`src/rtl/tpv_pkg.sv`:
```
package tpv_pkg;
  typedef struct packed {
    logic valid;
    logic good;
  } verdict_t;

  localparam verdict_t VERDICT_NONE = '{valid: 1'b0, good: 1'b0};
endpackage

```
`src/rtl/tpv_edge_sync.sv`:
```
module tpv_edge_sync #(
  parameter int STAGES = 2
) (
  input  logic clk_i,
  input  logic rst_ni,
  input  logic d_i,
  output logic rise_o
);
  // sh[STAGES-1] is the synchronised level, sh[STAGES] its previous value
  logic [STAGES:0] sh_q;

  always_ff @(posedge clk_i or negedge rst_ni) begin
    if (!rst_ni) sh_q <= '0;
    else         sh_q <= {sh_q[STAGES-1:0], d_i};
  end

  assign rise_o = sh_q[STAGES-1] & ~sh_q[STAGES];
endmodule

```
`src/rtl/tpv_group_timer.sv`:
```
module tpv_group_timer
  import tpv_pkg::*;
#(
  parameter int CNT_W = 15,
  parameter int EDGES = 32
) (
  input  logic             clk_i,
  input  logic             rst_ni,
  input  logic             rise_i,
  input  logic [CNT_W-1:0] lo_i,
  input  logic [CNT_W-1:0] hi_i,
  input  logic [CNT_W-1:0] wdog_i,
  output verdict_t         verdict_o
);
  localparam int EW = (EDGES > 2) ? $clog2(EDGES) : 1;
  localparam logic [EW-1:0] LAST_EDGE = EW'(EDGES - 1);
  localparam logic [CNT_W-1:0] ONE = CNT_W'(1);

  logic [CNT_W-1:0] cnt_q;
  logic [EW-1:0]    edges_q;
  logic             armed_q;
  verdict_t         verdict_q;
  logic             in_window;

  assign in_window = (cnt_q >= lo_i) && (cnt_q <= hi_i);

  always_ff @(posedge clk_i or negedge rst_ni) begin
    if (!rst_ni) begin
      cnt_q     <= '0;
      edges_q   <= '0;
      armed_q   <= 1'b0;
      verdict_q <= VERDICT_NONE;
    end else begin
      verdict_q <= VERDICT_NONE;
      if (rise_i) begin
        // edge wins over a coinciding watchdog expiry
        if (armed_q && edges_q == LAST_EDGE) begin
          verdict_q <= '{valid: 1'b1, good: in_window};
          edges_q   <= '0;
          cnt_q     <= ONE;
        end else if (armed_q) begin
          edges_q <= edges_q + EW'(1);
          cnt_q   <= cnt_q + ONE;
        end else begin
          armed_q <= 1'b1;
          edges_q <= '0;
          cnt_q   <= ONE;
        end
      end else if (cnt_q >= wdog_i) begin
        verdict_q <= '{valid: 1'b1, good: 1'b0};
        armed_q   <= 1'b0;
        edges_q   <= '0;
        cnt_q     <= ONE;
      end else begin
        cnt_q <= cnt_q + ONE;
      end
    end
  end

  assign verdict_o = verdict_q;
endmodule

```
`src/rtl/tpv_follower.sv`:
```
module tpv_follower
  import tpv_pkg::*;
(
  input  logic     clk_i,
  input  logic     rst_ni,
  input  verdict_t verdict_i,
  output logic     follow_n_o
);
  always_ff @(posedge clk_i or negedge rst_ni) begin
    if (!rst_ni)              follow_n_o <= 1'b1;
    else if (verdict_i.valid) follow_n_o <= ~verdict_i.good;
  end
endmodule

```
`src/rtl/tone_period_validator.sv`:
```
module tone_period_validator
  import tpv_pkg::*;
#(
  parameter int CNT_W       = 15,
  parameter int EDGES       = 32,
  parameter int SYNC_STAGES = 2,
  parameter int LO_12       = 9307,
  parameter int HI_12       = 9783,
  parameter int LO_16       = 6980,
  parameter int HI_16       = 7338,
  parameter int WDOG_12     = 14318,
  parameter int WDOG_16     = 10739
) (
  input  logic clk_i,
  input  logic rst_ni,
  input  logic sel_12k_i,
  input  logic tone_i,
  output logic pkt_valid_o,
  output logic pkt_good_o,
  output logic follow_n_o
);
  localparam logic [CNT_W-1:0] L12 = CNT_W'(LO_12);
  localparam logic [CNT_W-1:0] H12 = CNT_W'(HI_12);
  localparam logic [CNT_W-1:0] L16 = CNT_W'(LO_16);
  localparam logic [CNT_W-1:0] H16 = CNT_W'(HI_16);
  localparam logic [CNT_W-1:0] W12 = CNT_W'(WDOG_12);
  localparam logic [CNT_W-1:0] W16 = CNT_W'(WDOG_16);

  logic             rise;
  logic [CNT_W-1:0] lo, hi, wdog;
  verdict_t         verdict;

  assign lo   = sel_12k_i ? L12 : L16;
  assign hi   = sel_12k_i ? H12 : H16;
  assign wdog = sel_12k_i ? W12 : W16;

  tpv_edge_sync #(.STAGES(SYNC_STAGES)) u_sync (
    .clk_i  (clk_i),
    .rst_ni (rst_ni),
    .d_i    (tone_i),
    .rise_o (rise)
  );

  tpv_group_timer #(.CNT_W(CNT_W), .EDGES(EDGES)) u_timer (
    .clk_i     (clk_i),
    .rst_ni    (rst_ni),
    .rise_i    (rise),
    .lo_i      (lo),
    .hi_i      (hi),
    .wdog_i    (wdog),
    .verdict_o (verdict)
  );

  tpv_follower u_follow (
    .clk_i      (clk_i),
    .rst_ni     (rst_ni),
    .verdict_i  (verdict),
    .follow_n_o (follow_n_o)
  );

  assign pkt_valid_o = verdict.valid;
  assign pkt_good_o  = verdict.good;
endmodule

```
`config.mk`:
```
export PLATFORM = sky130hd
export DESIGN_NAME = tone_period_validator
export DESIGN_NICKNAME = d
export VERILOG_FILES = /design/src/rtl/tpv_pkg.sv /design/src/rtl/tpv_edge_sync.sv /design/src/rtl/tpv_group_timer.sv /design/src/rtl/tpv_follower.sv /design/src/rtl/tone_period_validator.sv
export SDC_FILE = /design/constraint.sdc
export NUM_CORES = 1
export LEC_CHECK = 0
export CAP_MARGIN = 20
export CORE_AREA = 4 4 59 61
export DETAILED_ROUTE_END_ITERATION = 8
export DIE_AREA = 0 0 63 65
export GPL_ROUTABILITY_DRIVEN = 0
export PLACE_DENSITY = 0.83
export SLEW_MARGIN = 20
export SYNTH_ARGS = -nofsm -noshare
export SYNTH_HDL_FRONTEND = slang
export SYNTH_SLANG_ARGS = --single-unit
```
`constraint.sdc`:
```
create_clock -name clk_i -period 2.2 [get_ports clk_i]
set_clock_uncertainty 0.15 [all_clocks]
set_input_delay 0.44 -clock clk_i [delete_from_list [all_inputs] [get_ports clk_i]]
set_output_delay 0.44 -clock clk_i [all_outputs]
set_load 0.005 [all_outputs]
```
==> flow_summary.json <==
{
  "synth_area_leaders": "dfrtp_1 (37%), ha_1 (15%), nor2_1 (4.5%)",
  "insertion_delay_ns": 0.32,
  "vdd_drop_max_mv": 0.344,
  "cts_made_buffers": 3,
  "ys_warn_count": 0,
  "maxCapViolations": 0,
  "dp_cells": 233,
  "grt_util_all_layers_pct": 20.6,
  "cts-root-buf": "clkbuf_4",
  "cp_cell_sequence": "dlygate4sd2_1, buf_6, ha_1, nand2_1, or4_1, nor4_2, o21ai_1, a22oi_2",
  "ys_ff_latch": 27,
  "cpLargestDelayFamily": "simple AND/OR/NAND/NOR gates",
  "via_per_inst": 6.08,
  "ys_seq_area_share_pct": 38.9,
  "synth_fp_nets": 202,
  "worst_path_max_delay_cell": "or4_1",
  "layout_commonest_cell": "dfrtp_1",
  "gr-total-overflow": 0,
  "port_buffers": 6,
  "die-area_mm2": 0.00410,
  "slew_headroom_pct": 77.3,
  "ys_types": 47,
  "ff2ff_path_depth": 7,
  "hp-start": "u_sync.sh_q[0]",
  "end_kind": "flip-flop",
  "min_path_cells": 0,
  "ant_nets": 0,
  "layout_common_cells": "dfrtp_1 (26), nor2_1 (21), ha_1 (19)",
  "cts_tree": "built",
  "grt_busiest_layer": "met2",
  "n_fill_cell": 205,
  "die_w_um": 63,
  "cts.sinks": 27,
  "setup_viol": 0,
  "min_period_ns": 2.04,
  "hold_class": "flip-flop to flip-flop",
  "fin_setup_tns_ns": 0,
  "dpl_cell_area_mm2": 0.00197,
  "rsz0062_at_grt": "false",
  "met2_usage_pct": 35.6,
  "yosys.area.top_type": "dfrtp_1",
  "first_iter_violations": 98,
  "layout-drive-gt1-share_pct": 18.1,
  "power_density_mw_per_mm2": 614,
  "status": "finished clean",
  "start_util_pct": 58.5,
  "path_clk_slew_ns": 0.14,
  "grt_util_met1_pct": 24.8,
  "cts_buffer_depth": 2,
  "met3_usage_pct": 4.16,
  "critPathRequiredTime_ns": 2.31,
  "grt_pass1_wl_mm": 6.67,
  "critical_path.max_fanout": 9,
  "n_antenna_cell": 0,
  "criticalPathCategory": "primary input to flip-flop",
  "path_buf_inv": 2,
  "syn_inst": 177,
  "wl_per_cell_um": 16.2,
  "stdcell_area_mm2": 0.00205,
  "power_mw": 1.26,
  "timing.fmax_mhz": 489,
  "postCtsSetupBuffers": 0,
  "drt_first_pass_iters": 5,
  "area_growth_pct": 18.0,
  "startpoint": "sel_12k_i",
  "slew_violations": 0,
  "fin_nets": 230,
  "p_leak_nw": 0.951,
  "antenna_found_initial": 0,
  "syn_area_per_cell_um2": 9.84,
  "cp_slowest_stage_delay_ns": 0.49,
  "die_h_um": 65,
  "final_cells": 237,
  "period_share_pct": 92.9,
  "finish.utilization_pct": 69.0,
  "num_io_pins": 7,
  "synthesis.area_mm2": 0.00174,
  "placement_rows": 20,
  "dr_total_vias": 1441,
  "hold_buffers": 0,
  "crit_arrival_ns": 2.15,
  "tightest_slew_ns": 0.341,
  "path_depth": 8,
  "r2r_start": "u_timer.cnt_q[10]",
  "post-route-drc-count": 0,
  "h-tree-depth": 1,
  "wl_mm": 3.84,
  "hold_viol": 0,
  "core_mm2": 0.00298,
  "critPathLaunchType": "primary input",
  "hpwl_mm": 2.86,
  "synth_top_area_share_pct": 37.4,
  "grt_pass1_vias": 1501,
  "grt_max_degree": 28
}
## power by group
part | switching (mW) | internal [mW] | leakage [nW] | total [mW]
registers | 0.0869 | 0.552 | 0.350 | 0.639
clock network | 0.144 | 0.0682 | 0.0177 | 0.213
logic | 0.201 | 0.209 | 0.584 | 0.410
## through the flow
stage	setup slack, ns	hold slack (ns)
final	0.156	0.216
after floorplan	0.110	-0.00559
after global routing	0.0477	0.238
after CTS	0.0279	0.216
after global placement	-0.497	0.186
after detailed placement	-0.580	0.185
## what timing repair did
item / CTS / global route
resized for setup: 9 / 2
pin swaps: 2 / 0
endpoints found under the setup margin: 21 / 1
hold endpoints to repair: 0 / 0
## path summary, 6_finish.rpt
kind                                   endpoint  slack [ns]
min in group asynchronous  u_timer.verdict_o[0]        0.31
max in group asynchronous   u_follow.follow_n_o        1.28
min                              u_sync.sh_q[1]        0.22
max reg2reg                  u_timer.edges_q[3]        0.17
max                        u_timer.verdict_o[0]        0.16
min reg2reg                      u_sync.sh_q[1]        0.22
## state kept, by name (all words and copies together), names as in the netlist
register and count:
u_timer.cnt_q 15, u_timer.edges_q 5, u_follow.follow_n_o 1, u_timer.armed_q 1
u_timer.verdict_o 2, u_sync.sh_q 3
## synth_stat cells (all sizes together)
| cell | instances |
|---|---|
| nor2b | 3 |
| o2111ai | 1 |
| o21bai | 1 |
| or4 | 1 |
| nor4 | 1 |
| nand3b | 2 |
| nand4 | 7 |
| nand2b | 1 |
| and3 | 4 |
| dfrtp | 26 |
| a21o | 1 |
| nand2 | 16 |
| nor3 | 1 |
| o211ai | 2 |
| xor2 | 8 |
| a221oi | 1 |
| nand4b | 2 |
| or3 | 1 |
| and4 | 1 |
| a2111oi | 2 |
| and4bb | 2 |
| inv | 6 |
| a22oi | 1 |
| and2 | 2 |
| a21oi | 8 |
| xnor2 | 5 |
| mux2i | 1 |
| o21ai | 8 |
| nand3 | 7 |
| dfstp | 1 |
| ha | 21 |
| a21boi | 1 |
| o21a | 2 |
| a211oi | 2 |
| and3b | 1 |
| nor2 | 21 |
| buf | 2 |
| a31oi | 1 |
| o221ai | 1 |
| a22o | 2 |
## cell type report
cell class              instances  area, um2  area share, %
clock buffers                   3       22.5           1.10
clock inverters                 1       5.00          0.244
inverters                       6       25.0           1.22
multi-input cells             142       1080           52.5
flip-flops and latches         27        677           32.9
well taps                      33       41.3           2.01
repair buffers                 25        205           9.99
## logic make-up after synthesis
| logic type | Yosys count | synth area share (%) |
|---|---|---|
| AOI/OAI and AO/OA | 34 | 13.9 |
| buffers and inverters | 8 | 2.37 |
| adders and majority gates | 21 | 15.1 |
| xor gates and xnor gates | 13 | 6.54 |
| muxes | 1 | 0.575 |
| DFF | 27 | 38.9 |
| and+or+nand+nor | 73 | 22.6 |
## layer usage
| metal | wire [um] | part of all wire, % | vias up |
|---|---|---|---|
| met5 | 0 | 0 | - |
| met4 | 54 | 1.4 | 0 |
| met3 | 151 | 3.9 | 6 |
| met2 | 1940 | 50 | 33 |
| met1 | 1700 | 44 | 706 |
| li1 | - | - | 696 |
No activity file was read; power rests on OpenSTA's default activity.
